## src/rtl/ppa_pkg.sv

```systemverilog
`timescale 1ns/1ps
package ppa_pkg;

  typedef enum logic {
    TREE_KS = 1'b0,
    TREE_BK = 1'b1
  } tree_e;

  typedef struct packed {
    logic g;
    logic p;
  } gp_t;

  // Merge cell: the higher-significance pair must be the first argument.
  function automatic gp_t gp_merge(gp_t hi, gp_t lo);
    gp_t r;
    r.g = hi.g | (hi.p & lo.g);
    r.p = hi.p & lo.p;
    return r;
  endfunction

endpackage

```

## src/rtl/ppa_gp_gen.sv

```systemverilog
`timescale 1ns/1ps
module ppa_gp_gen #(
  parameter int WIDTH = 16
) (
  input  logic [WIDTH-1:0]           a_i,
  input  logic [WIDTH-1:0]           b_i,
  input  logic                       cin_i,
  output ppa_pkg::gp_t [WIDTH-1:0]   leaf_o,
  output logic [WIDTH-1:0]           prop_o
);
  import ppa_pkg::*;

  genvar i;
  generate
    for (i = 0; i < WIDTH; i++) begin : g_bit
      logic gen_b, prop_b;
      assign gen_b  = a_i[i] & b_i[i];
      assign prop_b = a_i[i] ^ b_i[i];
      assign prop_o[i] = prop_b;
      if (i == 0) begin : g_lsb
        // carry-in folded in as a generate term below bit 0
        assign leaf_o[i].g = gen_b | (prop_b & cin_i);
      end else begin : g_rest
        assign leaf_o[i].g = gen_b;
      end
      assign leaf_o[i].p = prop_b;
    end
  endgenerate
endmodule

```

## src/rtl/ppa_tree_ks.sv

```systemverilog
`timescale 1ns/1ps
module ppa_tree_ks #(
  parameter int WIDTH = 16
) (
  input  ppa_pkg::gp_t [WIDTH-1:0] leaf_i,
  output ppa_pkg::gp_t [WIDTH-1:0] pref_o
);
  import ppa_pkg::*;

  localparam int LEVELS = $clog2(WIDTH);

  gp_t [WIDTH-1:0] lvl [LEVELS+1];

  assign lvl[0] = leaf_i;

  genvar k, i;
  generate
    for (k = 0; k < LEVELS; k++) begin : g_lvl
      localparam int DIST = 1 << k;
      for (i = 0; i < WIDTH; i++) begin : g_node
        if (i >= DIST) begin : g_cell
          assign lvl[k+1][i] = gp_merge(lvl[k][i], lvl[k][i-DIST]);
        end else begin : g_pass
          assign lvl[k+1][i] = lvl[k][i];
        end
      end
    end
  endgenerate

  assign pref_o = lvl[LEVELS];
endmodule

```

## src/rtl/ppa_tree_bk.sv

```systemverilog
`timescale 1ns/1ps
module ppa_tree_bk #(
  parameter int WIDTH = 16
) (
  input  ppa_pkg::gp_t [WIDTH-1:0] leaf_i,
  output ppa_pkg::gp_t [WIDTH-1:0] pref_o
);
  import ppa_pkg::*;

  localparam int LEVELS = $clog2(WIDTH);
  localparam int STAGES = 2 * LEVELS - 1;

  gp_t [WIDTH-1:0] stg [STAGES+1];

  assign stg[0] = leaf_i;

  genvar t, i;
  generate
    for (t = 0; t < STAGES; t++) begin : g_stage
      // stages below LEVELS sweep up; the rest sweep back down
      localparam bit UP   = (t < LEVELS);
      localparam int SPAN = UP ? (1 << t) : (1 << (STAGES - 1 - t));
      for (i = 0; i < WIDTH; i++) begin : g_node
        localparam bit SEL = UP ? (((i + 1) % (2 * SPAN)) == 0)
                                : ((((i + 1) % (2 * SPAN)) == SPAN) && (i + 1 > SPAN));
        if (SEL) begin : g_cell
          assign stg[t+1][i] = gp_merge(stg[t][i], stg[t][i-SPAN]);
        end else begin : g_pass
          assign stg[t+1][i] = stg[t][i];
        end
      end
    end
  endgenerate

  assign pref_o = stg[STAGES];
endmodule

```

## src/rtl/ppa_sum.sv

```systemverilog
`timescale 1ns/1ps
module ppa_sum #(
  parameter int WIDTH = 16
) (
  input  logic [WIDTH-1:0] prop_i,
  input  logic [WIDTH-1:0] carry_pref_i,
  input  logic             cin_i,
  output logic [WIDTH-1:0] sum_o,
  output logic             cout_o
);
  logic [WIDTH-1:0] c_in_bit;

  assign c_in_bit = {carry_pref_i[WIDTH-2:0], cin_i};
  assign sum_o    = prop_i ^ c_in_bit;
  assign cout_o   = carry_pref_i[WIDTH-1];
endmodule

```

## src/rtl/ppa_adder.sv

```systemverilog
`timescale 1ns/1ps
module ppa_adder #(
  parameter int             WIDTH = 16,
  parameter ppa_pkg::tree_e TREE  = ppa_pkg::TREE_KS
) (
  input  logic             clk,
  input  logic             rst,
  input  logic [WIDTH-1:0] a_i,
  input  logic [WIDTH-1:0] b_i,
  input  logic             cin_i,
  output logic [WIDTH-1:0] sum_o,
  output logic             cout_o
);
  import ppa_pkg::*;

  gp_t [WIDTH-1:0] leaf;
  gp_t [WIDTH-1:0] pref;
  logic [WIDTH-1:0] prop;
  logic [WIDTH-1:0] pref_g;
  logic [WIDTH-1:0] pref_p;
  logic [WIDTH-1:0] sum_c;
  logic             cout_c;

  ppa_gp_gen #(.WIDTH(WIDTH)) u_gp (
    .a_i(a_i), .b_i(b_i), .cin_i(cin_i), .leaf_o(leaf), .prop_o(prop)
  );

  generate
    if (TREE == TREE_BK) begin : g_bk
      ppa_tree_bk #(.WIDTH(WIDTH)) u_tree (.leaf_i(leaf), .pref_o(pref));
    end else begin : g_ks
      ppa_tree_ks #(.WIDTH(WIDTH)) u_tree (.leaf_i(leaf), .pref_o(pref));
    end
  endgenerate

  genvar i;
  generate
    for (i = 0; i < WIDTH; i++) begin : g_split
      assign pref_g[i] = pref[i].g;
      assign pref_p[i] = pref[i].p;
    end
  endgenerate

  ppa_sum #(.WIDTH(WIDTH)) u_sum (
    .prop_i(prop), .carry_pref_i(pref_g), .cin_i(cin_i),
    .sum_o(sum_c), .cout_o(cout_c)
  );

  always_ff @(posedge clk) begin
    if (rst) begin
      sum_o  <= '0;
      cout_o <= 1'b0;
    end else begin
      sum_o  <= sum_c;
      cout_o <= cout_c;
    end
  end

  // registered result matches the arithmetic sum of the previous inputs
  a_r1_sum_matches: assert property (@(posedge clk) disable iff (rst)
    !$past(rst) |-> ({cout_o, sum_o} ==
      $past({1'b0, a_i} + {1'b0, b_i} + {{WIDTH{1'b0}}, cin_i})));

  // reset clears both outputs
  a_r7_reset_clears: assert property (@(posedge clk) disable iff (rst)
    $past(rst) |-> (sum_o == '0 && !cout_o));

  // top-bit generate forces a carry out
  a_r5_top_generate: assert property (@(posedge clk) disable iff (rst)
    (!$past(rst) && $past(a_i[WIDTH-1] & b_i[WIDTH-1])) |-> cout_o);

  // top-bit kill blocks any carry out
  a_r5_top_kill: assert property (@(posedge clk) disable iff (rst)
    (!$past(rst) && $past(~a_i[WIDTH-1] & ~b_i[WIDTH-1])) |-> !cout_o);

  // a full propagate chain passes the carry-in straight through
  a_r4_full_propagate: assert property (@(posedge clk) disable iff (rst)
    (!$past(rst) && $past(&(a_i ^ b_i))) |-> (cout_o == $past(cin_i)));

  // every group that propagates from bit 0 upward carries exactly cin
  generate
    for (i = 0; i < WIDTH; i++) begin : g_chk
      a_r3_prefix_cin: assert property (@(posedge clk) disable iff (rst)
        pref_p[i] |-> (pref_g[i] == cin_i));
    end
  endgenerate
endmodule

```

## config.mk

```make
export PLATFORM = sky130hd
export DESIGN_NAME = ppa_adder
export DESIGN_NICKNAME = d
export VERILOG_FILES = /design/src/rtl/ppa_pkg.sv /design/src/rtl/ppa_gp_gen.sv /design/src/rtl/ppa_tree_ks.sv /design/src/rtl/ppa_tree_bk.sv /design/src/rtl/ppa_sum.sv /design/src/rtl/ppa_adder.sv
export SDC_FILE = /design/constraint.sdc
export NUM_CORES = 1
export LEC_CHECK = 0
export BUFFER_PORTS_ARGS = -buffer_cell sky130_fd_sc_hd__buf_2
export CAP_MARGIN = 20
export CORE_ASPECT_RATIO = 2
export CORE_UTILIZATION = 43
export CTS_CLUSTER_DIAMETER = 150
export DETAILED_ROUTE_END_ITERATION = 8
export GPL_ROUTABILITY_DRIVEN = 0
export PLACE_DENSITY = 0.73
export SYNTH_ARGS = -nofsm -noshare
export SYNTH_HDL_FRONTEND = slang
export SYNTH_SLANG_ARGS = --single-unit
```

## constraint.sdc

```tcl
create_clock -name clk -period 2.2 [get_ports clk]
set_clock_uncertainty 0.05 [all_clocks]
set_input_delay 0.33 -clock clk [delete_from_list [all_inputs] [get_ports clk]]
set_output_delay 0.33 -clock clk [all_outputs]
set_load 0.01 [all_outputs]
```

== Word-level counts from Yosys, hierarchy flattened ==
Cells that the tools add are included.
W data, S select, Z words.

* Output and inout port bits: 17
* Input bits: 35
* Logic and storage cells: 169
* Register bits: 17

* Bitwise logic cells: 167

{| class="wikitable"
|+ Operators with widths
! cell !! count
|-
| $and A1 B1 Y1 || 100
|-
| $or A1 B1 Y1 || 50
|-
| $xor A1 B1 Y1 || 16
|-
| $xor A16 B16 Y16 || 1
|}

== Logic depth before layout (Yosys ltp) ==
Gate-level depths: netlist (run 1).

* Depth in word-level cells: 11
* Depth in mapped cells: 8
* Depth with buffers taken out: 8

== Hierarchy ==
A second synthesis (run 1) with hierarchy kept.

* Cells, all modules: 180
* Area, all modules: 1,616.6 sq um

{| class="wikitable"
|+ Modules (own cells, without submodules)
! module !! instances !! cells an instance !! sequential area each (sq um) !! area each (sq um)
|-
| ppa_gp_gen || 1 || 64 || 0.0 || 560.5
|-
| ppa_adder || 1 || 35 || 340.3 || 475.5
|-
| ppa_tree_ks || 1 || 64 || 0.0 || 432.9
|-
| ppa_sum || 1 || 17 || 0.0 || 147.6
|}

== Worst setup path before layout (run 1) ==
OpenSTA, ideal clock, no wires.

* Path type: input to register
* Start: input a_i[0]
* End: register sum_o[14]
* Library setup time: 0.123 ns
* Arrival time: 2.097 ns
* Stages on the path: 8
* Setup slack: -0.070 ns
* Buffers on the path: 0
* Required time: 2.027 ns
* Cell sequence: fa_1 inv_1 fa_1 and2b_1 o211ai_2 a31oi_4 a221oi_2 mux2_1

* Cells in the longest elaborated chain, start to end: 10
* Elaborated cells between the ends (all ways): 11
* Those cells by class: bitwise (11)

{| class="wikitable"
|+ Ends and longest elaborated chain
! item !! RTL line !! text
|-
| start, declared || ppa_adder.sv:8 || <nowiki>input logic [WIDTH-1:0] a_i,</nowiki>
|-
| $xor A1 B1 Y1 || ppa_gp_gen.sv:18 || <nowiki>assign prop_b = a_i[i] ^ b_i[i];</nowiki>
|-
| $and A1 B1 Y1 || ppa_gp_gen.sv:22 || <nowiki>assign leaf_o[i].g = gen_b | (prop_b & cin_i);</nowiki>
|-
| $or A1 B1 Y1 * || ppa_gp_gen.sv:22 ||
|-
| $and A1 B1 Y1 * || ppa_pkg.sv:17 || <nowiki>r.g = hi.g | (hi.p & lo.g);</nowiki>
|-
| $or A1 B1 Y1 * || ppa_pkg.sv:17 ||
|-
| $and A1 B1 Y1 * || ppa_pkg.sv:17 ||
|-
| $or A1 B1 Y1 * || ppa_pkg.sv:17 ||
|-
| $and A1 B1 Y1 * || ppa_pkg.sv:17 ||
|-
| $or A1 B1 Y1 * || ppa_pkg.sv:17 ||
|-
| $xor A16 B16 Y16 * || ppa_sum.sv:14 || <nowiki>assign sum_o = prop_i ^ c_in_bit;</nowiki>
|-
| end signal, assigned || ppa_adder.sv:54 || <nowiki>sum_o <= sum_c;</nowiki>
|-
| end, declared || ppa_adder.sv:11 || <nowiki>output logic [WIDTH-1:0] sum_o,</nowiki>
|}

Every way passes the cells marked *; elsewhere a longest branch is shown, timed or not.
A chain may end at the register's enable or synchronous reset.

== Final worst setup path (run 1) ==
Ends and elaborated chain as after synthesis.

==> impl_results.md, run 1 <==
- Status: finished, final reports clean
- TritonCTS Buffers: 3
- Pleak: about 0.86 nW
- Initial core utilization: between 40% and 50%
- PD cells: 578 mW/mm^2
- Syn_nets: 186
- Clock power share: 25.3%
- Final core occ: ~61%
- Initial antenna violation count: 0
- Clock transition at path regs: 70 ps
- TritonCTS clock tree: yes
- Share of the synthesized area in the top cell type: between 20 and 30%
- RSZ-0062 raised after global routing: yes
- Top cells by count, synth: dfxtp_1, ha_1, nor2_1
- CTS sink count: 17
- Clock buffer depth: 2
- # hold bufs at CTS: 0
- Synthesized area per cell: 9.35 sq um
- Yosys reg bits: 17
- Slew Viols, Final: 0
- P_int: 0.000663 W
- Setup Buffers After CTS: 0
- Delay of the slowest cell on the worst path: about 380 ps
- I/O pins: 52
- Worst Hold Class: in -> reg
- Cell area after synthesis: around 0.0013 sq mm
- Die Y: 78.3 microns
- Worst Tran Pin Value: slightly above 400 ps
- Root Buffer: clkbuf_8
- Count leader, synth: dfxtp_1
- HPWL Detailed: 2470 microns
- Cells after synthesis: 134
- # rows: 27
- Crit start category: primary input
- Area grow syn2layout: 35.6%
- Top_reg_cell synth: dfxtp_1
- Maximum clock frequency: 0.470 GHz
- Synth top area cells: dfxtp_1, ha_1, mux2_1
- GR Overflow Total: 0
- Switching Share: 32.5%
- Global-route wire length before repair: 4690 microns
- H-Tree Depth: 1
- Vias in the first global route: approximately 1200
- Starting DRT DRC Count: 10
- Port buffer count: slightly above 50
- Die width: 40.2 microns
- Post-CTS sizing: 0
- Final period util: a little over nine tenths
- Comb pwr share: 38.6%
- Critical path capture point type: register
- Final ANT Viol Nets: 0
- Peak VDD IR: between 0.3 and 0.4 mV
- Minimum clock period: 2130 ps
- Crit path cell chain: buf_6 > fa_2 > inv_2 > fa_2 > and2b_1 > o211ai_2 > a31oi_4 > a221oi_2 > mux2_1
- Die area: 0.00315 sq mm
- CP Max Fanout: 4
- CP required: around 2300 ps
- Slew headroom: approximately 73%
- Synth unique cells: 43
- Synthesis Warnings: 0
- Final WL: 2940 microns
- Setup Viol. Count Final: 0
- Via density: 5.44
- Drc violations: 0
- Fin. Hold Viols: 0
- Post-synth ARST share: 0%
- Share of power burned in registers: 36.1%
- Core Box Area: 0.00277 sq mm
- Vias post-DR: 1246
- Fin nets: around 250
- Seq/Total Area, Yosys: 27.2%
- Worst hold slack: about 420 ps
- CP Data Arrival Time: 2230 ps
- # diodes: 0
- Critical-path top delay cell: fa_2
- 1st-pass router iterations: 4
- Largest area contributor in the netlist: dfxtp_1
- Wirelength per Cell: ~13 microns
- Max-cap viol count: 0
- Total Routing Usage GR: between 20% and 30%
- Largest net degree at the start of global routing: 25
- Fraction of layout cells with a size suffix above 1: 41.5%
- Kind of critical path: in -> reg
- Most Frequent Cell on Critical Path: fa_2
- Switching Power: 0.000319 W
- EDFF count, synth: 0
==> metal layers <==
layer	vias up	track usage [%]	wire [microns]	share of wire, %
met4	0	9.66	64	2.2
met1	563	20.1	1060	36
met3	7	2.82	158	5.4
li1	626	-	-	-
met5	-	0	0	0
met2	50	38.5	1650	56
==> through the flow <==
step                total power [W]  cell area (sq um)  std cells  worst slack (ps)  setup TNS, ps
floorplan                  0.000592               1250        134              1.87              0
global placement           0.000721               1630        225              -168           -644
detailed placement         0.000733               1630        225              -226           -865
CTS                        0.000979               1670        229              41.8              0
global route                0.00104               1700        229            -0.141         -0.141
finish                     0.000982               1700        229              73.7              0
==> path summary, 6_finish.rpt <==
check,startpoint,to,slack [ps],cells past startpoint
worst max-delay path,a_i[0],sum_o[14]$_SDFF_PP0_,70,9
worst min-delay path,a_i[0],sum_o[0]$_SDFF_PP0_,420,3
==> logic make-up (layout without fill, tap and decap cells) <==
family,Yosys count,in the layout,synth area share [%]
buffers and inverters,8,74,3.60
and+or+nand+nor,40,40,17.4
DFF,17,17,27.2
xor gates and xnor gates,3,3,2.10
muxes,6,6,5.39
AOI/OAI and AO/OA,43,43,26.2
adders and majority gates,17,17,18.2
==> cell type report <==
type	instances	area [sq um]
well taps	29	36.3
inverters	5	18.8
flip-flops and latches	17	340
clock buffers	3	41.3
multi-input cells	109	887
fillers	247	1070
clock inverters	1	7.51
repair buffers	65	367
==> power by group through the flow <==
stage | Clock (W) | Sequential [W] | Combinational [W]
4_1_cts | 0.000251 | 0.000355 | 0.000374
3_5_place_dp | 0 | 0.000361 | 0.000371
2_1_floorplan | 0 | 0.000383 | 0.000210
6_report | 0.000249 | 0.000354 | 0.000379
3_3_place_gp | 0 | 0.000360 | 0.000361
5_1_grt | 0.000267 | 0.000358 | 0.000419
==> flip-flops by register name, indices dropped and copies added (netlist names) <==
signal and flops:
cout_o 1, sum_o 16
==> placed cells by master (no fill, tap or decap), drive strengths merged, types with 2 or more instances in the layout <==
cell    instances
and3            2
inv             5
clkbuf          3
nor3            6
and2            3
a221oi          2
ha             15
a21oi           9
a21o            8
nor2b           8
and2b           2
a21boi          2
o21a            3
mux2            6
a31oi           5
dfxtp          17
o211ai          3
o21ai           4
nand3           3
nor2           11
nand2           3
xnor2           2
fa              2
buf            65
==> critical path: cells and delay by family <==
family / cells / cell delay [ps]
buffers and inverters: 2 / 150
AOI/OAI and AO/OA: 3 / 620
adders and majority gates: 2 / 570
muxes: 1 / 340
and+or+nand+nor: 1 / 200
(Power assumes the default switching activity.)
==> inputs of run 2 (changes only) <==
ABC_AREA = 1   (was not set)
ABC_CLOCK_PERIOD_IN_PS = 2200   (was not set)
CORE_UTILIZATION = 44   (was 43)
GPL_ROUTABILITY_DRIVEN = 1   (was 0)
PLACE_DENSITY = 0.72   (was 0.73)
==> run 2 against run 1 <==
  * Synthesized cell count is 71% higher
  * Combinational power down 7.9%
  * Global-route usage down 1.9 points
  * Flip-flop and latch count is the same
  * Non-clock buffer count is 14 lower
  * Clock-buffer cell count stayed put
==> impl_results.md, run 2 <==
- Crit start category: primary input
- Setup Buffers After CTS: 0 (unchanged)
- Top reg by flops: sum_o
- Max-cap viol count: 0 (unchanged)
- Critical path origin: a_i[0]
- Port buffer count: 51 (unchanged)
- Setup Viol. Count Final: 0 (unchanged)
- Fraction of layout cells with a size suffix above 1: 25.1% (-16 points)
- CP Data Arrival Time: 1780 ps (-450 ps)
- HPWL Detailed: 2650 microns (+7.6%)
- Global-route wire length before repair: 5010 microns (+6.8%)
- Starting DRT DRC Count: 21 (+11)
- Post-Route Setup TNS: 0 ps (unchanged)
- CP Max Fanout: 4 (unchanged)
- GPL Wtd Cong: 0.861
- Count leader, synth: nand2_1
- Vias post-DR: 1472 (+18%)
- Critical path capture point type: register
- Non-filler cells, final: 313 (+37%)
- Share of the synthesized area in the top cell type: 24.2% (-3.0 points)
- Die width: 42.0 microns (+4.6%)
- Worst Hold Class: in -> reg
- Top cells by count, synth: nand2_1, inv_1, nor2_1
- Slew headroom: 73.3% (+0.70 points)
- Die area: 0.00344 sq mm (+9.5%)
- I/O pins: 52 (unchanged)
- Cells after synthesis: 229 (+71%)
- RSZ-0062 raised after global routing: no
- H-Tree Depth: 1 (unchanged)
- CTS sink count: 17 (unchanged)
- Via density: 4.70 (-14%)
- Largest family of logic cells by synthesized area: simple AND/OR/NAND/NOR gates
- Seq/Total Area, Yosys: 24.2% (-3.0 points)
- Largest area contributor in the netlist: dfxtp_1
- # hold bufs at CTS: 0 (unchanged)
- Post-synth ARST share: 0% (unchanged)
- Synth Area in Compound Gates: 9.33% (-17 points)
- Final WL: 3070 microns (+4.6%)
- Adder-cell share of the synthesized area: 16.2% (-2.0 points)
- 1st-pass router iterations: 4 (unchanged)
- Dpl ws: 279 ps (+505 ps)
- Largest registers: sum_o: 16 flops, cout_o: 1 flops
- Minimum clock period: 1630 ps (-500 ps)
- # rows: 28 (+3.7%)
- Final core occ: 57.6% (-3.7 points)
- Yosys reg bits: 17 (unchanged)
- Synthesis Warnings: 0 (unchanged)
- Largest net degree at the start of global routing: 15 (-40%)
- Maximum clock frequency: 0.615 GHz (+31%)
- # diodes: 0 (unchanged)
- Clock transition at path regs: 70 ps (about the same)
- HP Start: rst
- PD cells: 539 mW/mm^2 (-6.8%)
- Root Buffer: clkbuf_8
- Total Routing Usage GR: 19.0% (-1.9 points)
- Initial core utilization: 46.7% (+1.5 points)
- Pleak: 1.08 nW (+26%)
- Fin nets: 336 (+33%)
- Mux cell area share after synthesis: 0% (-5.4 points)
- Final period util: 73.9% (-23 points)
- Synth unique cells: 22 (-49%)
- Placed cell count: 309 (+37%)
- Most frequent cells in the layout: nand2_1, buf_2, inv_1
- Drc violations: 0 (unchanged)
- Area grow syn2layout: 23.3%
- Status: finished, final reports clean
- Initial antenna violation count: 0 (unchanged)
- Cell area after synthesis: 0.00141 sq mm (+12%)
- TritonCTS clock tree: yes
- Final ANT Viol Nets: 0 (unchanged)
- Simple-gate share of the synthesized area: 36.7% (+19 points)
- EDFF count, synth: 0 (unchanged)
- TritonCTS Buffers: 3 (unchanged)
- Slew Viols, Final: 0 (unchanged)
- Core Box Area: 0.00301 sq mm (+8.8%)
- Max reg flops: 16 (unchanged)
- Top_reg_cell synth: dfxtp_1
- Commonest non-fill, non-tap cell in the layout: nand2_1
- Post-CTS sizing: 0 (unchanged)
- CP required: 2350 ps (+50 ps)
- Worst Tran Pin Value: 400 ps (-10.9 ps)
- Synthesized area per cell: 6.15 sq um (-34%)
- Vias in the first global route: 1333 (+11%)
- Clock buffer depth: 2 (unchanged)
- Peak VDD IR: 0.394 mV (-0.90%)
- Setup WS post-layout: 574 ps (+500 ps)
- GR Overflow Total: 0 (unchanged)
- Syn_nets: 281 (+51%)
- Die Y: 82.0 microns (+4.7%)
- Post-Synth XOR/XNOR Area: 0% (-2.1 points)
- Wirelength per Cell: 9.82 microns (-24%)
- Synth top area cells: dfxtp_1, nand2_1, ha_1
- Kind of critical path: in -> reg
- Fin. Hold Viols: 0 (unchanged)
run 2: cells by family after synthesis:
kind of cell,after synthesis
fa+ha+maj,17
flops,17
compound gates,25
buf+inv,49
simple gates,121
run 2: where the power goes:
group | internal [W] | switching, W | total (W)
clock | 0.000126 | 0.000111 | 0.000236
combinational | 0.000139 | 0.000210 | 0.000349
sequential | 0.000344 | 0.00000698 | 0.000351
run 2: path summary, 6_finish.rpt:
| kind | endpoint | slack [ps] | depth (start not counted) |
|---|---|---|---|
| setup / recovery | sum_o[12]$_SDFF_PP0_ | 570 | 12 |
| hold / removal | cout_o$_SDFF_PP0_ | 240 | 2 |
run 2: stage by stage:
| stage | hold WS [ps] | total power, W | area [sq um] |
|---|---|---|---|
| after floorplan | 342 | 0.000597 | 1410 |
| after global placement | 511 | 0.000704 | 1690 |
| after detailed placement | 516 | 0.000709 | 1690 |
| after CTS | 244 | 0.000945 | 1740 |
| after global routing | 243 | 0.00101 | 1740 |
| final | 239 | 0.000936 | 1740 |
run 2: critical path: stages:
cell	delay [ps]
buf_2	110
fa_1	430
inv_1	80
fa_1	220
nor2_1	70
nor2_2	150
inv_2	40
nand2_1	70
nand3_2	80
nand2_1	70
nand2_1	50
nor2_1	90
run 2: layer usage:
layer,track usage (%),wire length (microns),vias up
met3,1.98,136,7
met4,10.6,82,0
met5,0,0,-
met2,39.1,1690,46
li1,-,-,802
met1,17.0,1170,617
run 2: area by class of cell:
type | count | area [sq um]
Clock buffer | 3 | 41.3
Clock inverter | 1 | 5.00
Fill cell | 316 | 1280
Inverter | 48 | 180
Multi-Input combinational cell | 163 | 876
Sequential cell | 17 | 340
Tap cell | 30 | 37.5
Timing Repair Buffer | 51 | 255
==> inputs of run 3 (changes only) <==
ABC_AREA = 0   (was 1)
ABC_CLOCK_PERIOD_IN_PS = 1600   (was 2200)
CORE_UTILIZATION = 48   (was 44)
PLACE_DENSITY = 0.77   (was 0.72)
clock period = 1.6 ns   (was 2.2 ns; I/O delays follow)
==> run 3 against run 2 <==
  * The flow now finishes with violations (negative setup slack)
  * Clock-buffer cell count unchanged
  * Hold slack improved by 21 ps
  * Final cell count decreased by 19%
  * Cell area increased by 21%
  * Total power increased by 66%
  * Routed wire length increased by 34%
  * Non-clock buffer count increased by 42
  * Highest routed layer unchanged
==> impl_results.md, run 3 (synthesized netlist as in run 1, its figures left out) <==
- Status: finished, violations left
- Failing checks: negative setup slack
- GPL Wtd Cong: 0.821 (-4.6%)
- Critical-path top delay cell: fa_2
- Worst Hold Class: in -> reg
- I/O pins: 52 (unchanged)
- Clock transition at path regs: 70 ps (about the same)
- GR Overflow Total: 0 (unchanged)
- Most frequent cells in the layout: buf_2, buf_4, dfxtp_1
- Fin. Hold Viols: 0 (unchanged)
- Global-route wire length before repair: 5530 microns (+10%)
- Area after detailed placement: 0.00186 sq mm (+9.9%)
- Via density: 5.65 (+20%)
- Minimum clock period: 2050 ps
- Slew Viols, Final: 0 (unchanged)
- Slew headroom: 77.3% (+3.9 points)
- Area grow syn2layout: 67.5%
- Final core occ: 87.1% (+30 points)
- P_int: 0.00103 W (+69%)
- Setup WS post-layout: -450 ps (-1020 ps)
- Delay of the slowest cell on the worst path: 390 ps (-40 ps)
- RSZ-0062 raised after global routing: yes
- Fin nets: 281 (-16%)
- Max reg flops: 16 (unchanged)
- Worst Tran Pin Value: 337 ps (-62.2 ps)
- HPWL Detailed: 2820 microns (+6.3%)
- Critical path origin: a_i[0]
- Final period util: 128%
- H-Tree Depth: 1 (unchanged)
- Max-cap viol count: 0 (unchanged)
- # diodes: 0 (unchanged)
- Port buffer count: 51 (unchanged)
- Setup Viol. Count Final: 12 (+12)
- Peak VDD IR: 0.619 mV (+57%)
- Total Routing Usage GR: 27.7% (+8.7 points)
- Fraction of layout cells with a size suffix above 1: 57.9% (+33 points)
- Design area: 0.00210 sq mm (+21%)
- Root Buffer: clkbuf_8
- Switching Share: 33.7% (-1.2 points)
- Top reg by flops: sum_o
- Kind of critical path: in -> reg
- Die width: 38.1 microns (-9.2%)
- Final WL: 4120 microns (+34%)
- CP required: 1700 ps (-650 ps)
- Most Frequent Cell on Critical Path: fa_2
- Initial core utilization: 52.0% (+5.3 points)
- Die area: 0.00283 sq mm (-18%)
- Clock power share: 21.9% (-3.4 points)
- TritonCTS Buffers: 3 (unchanged)
- Wirelength per Cell: 16.2 microns (+65%)
- Clock buffer depth: 2 (unchanged)
- Switching Power: 0.000523 W (+60%)
- Total power: 0.00155 W (+66%)
- PD cells: 738 mW/mm^2 (+37%)
- Final ANT Viol Nets: 0 (unchanged)
- Largest registers: sum_o: 16 flops, cout_o: 1 flops
- CP Max Fanout: 4 (unchanged)
- Critical path capture point type: register
- Share of power burned in registers: 31.6% (-5.9 points)
- Largest net degree at the start of global routing: 15 (unchanged)
- Core Box Area: 0.00241 sq mm (-20%)
- Starting DRT DRC Count: 40 (+90%)
- CP Data Arrival Time: 2150 ps (+370 ps)
- TritonCTS clock tree: yes
- Non-filler cells, final: 255 (-19%)
- Drc violations: 0 (unchanged)
- Fillers: 112 (-65%)
- Vias in the first global route: 1393 (+4.5%)
- Pleak: 1.04 nW (-3.5%)
- Timing endpoint of the critical path: sum_o[14]$_SDFF_PP0_
- Commonest non-fill, non-tap cell in the layout: buf_2
- CTS sink count: 17 (unchanged)
- Dpl ws: -770 ps (-1050 ps)
- Placed cell count: 245 (-21%)
- # hold bufs at CTS: 0 (unchanged)
- Comb pwr share: 46.5% (+9.3 points)
- Crit path cell chain: buf_6 > fa_2 > inv_2 > fa_2 > and2b_1 > o211ai_2 > a31oi_4 > a221oi_2 > mux2_1
- Maximum clock frequency: 0.488 GHz
- Crit start category: primary input
- Die Y: 74.2 microns (-9.5%)
- Initial antenna violation count: 0 (unchanged)
- 1st-pass router iterations: 4 (unchanged)
- Vias post-DR: 1441 (-2.1%)
- # rows: 25 (-11%)
-- run 3: area by class of cell --
cell class                 count  area [sq um]  area share [%]
clock inverter                 1          5.00           0.239
inverter                       5          18.8           0.894
multi-input combinational    109          1070            51.0
sequential                    17           340            16.2
timing repair buffer          93           588            28.0
tap                           27          33.8            1.61
clock buffer                   3          41.3            1.97
-- run 3: per-layer routing --
metal  share of wire, %  up-vias  routed length [microns]  global-route usage [%]
li1                   -      681                        -                       -
met1                 34      689                     1410                    22.9
met2                 58       57                     2370                    54.8
met3                4.1       14                      170                    5.37
met4                4.1        0                      168                    15.5
met5                  0        -                        0                       0
-- run 3: how the worst min path moves through the flow --
stage,start,end,cells after the start
floorplan,rst,sum_o[0]$_SDFF_PP0_,2
global placement,rst,sum_o[4]$_SDFF_PP0_,2
detailed placement,rst,sum_o[4]$_SDFF_PP0_,2
CTS,rst,sum_o[9]$_SDFF_PP0_,2
global route,rst,sum_o[4]$_SDFF_PP0_,2
finish,rst,sum_o[9]$_SDFF_PP0_,2
-- run 3: power by group through the flow --
stage | clock network [W] | logic (W) | registers, W
3_5_place_dp | 0 | 0.000597 | 0.000498
6_report | 0.000340 | 0.000720 | 0.000490
4_1_cts | 0.000333 | 0.000648 | 0.000489
5_1_grt | 0.000353 | 0.000772 | 0.000494
3_3_place_gp | 0 | 0.000575 | 0.000495
2_1_floorplan | 0 | 0.000305 | 0.000526
-- run 3: repair_timing --
action	4_1_cts	5_1_grt
endpoints found under the setup margin	11	12
setup buffers	2	4
resized for setup	14	15
pin swaps	7	7
endpoints found under the hold margin	0	0
gates cloned	0	0
-- run 3: metrics by stage --
step / hold WS, ps / setup TNS, ps
final: 260 / -3080
after global routing: 291 / -3830
after CTS: 266 / -2610
after detailed placement: 539 / -6320
after global placement: 521 / -6120
after floorplan: 379 / -2860
-- run 3: critical path: cells and delay by family --
kind                     cells  cell delay, ps
AND/OR/NAND/NOR              1             200
buffers and inverters        2             150
adder cells (fa/ha/maj)      2             570
multiplexers                 1             360
AO/OA/AOI/OAI                3             620
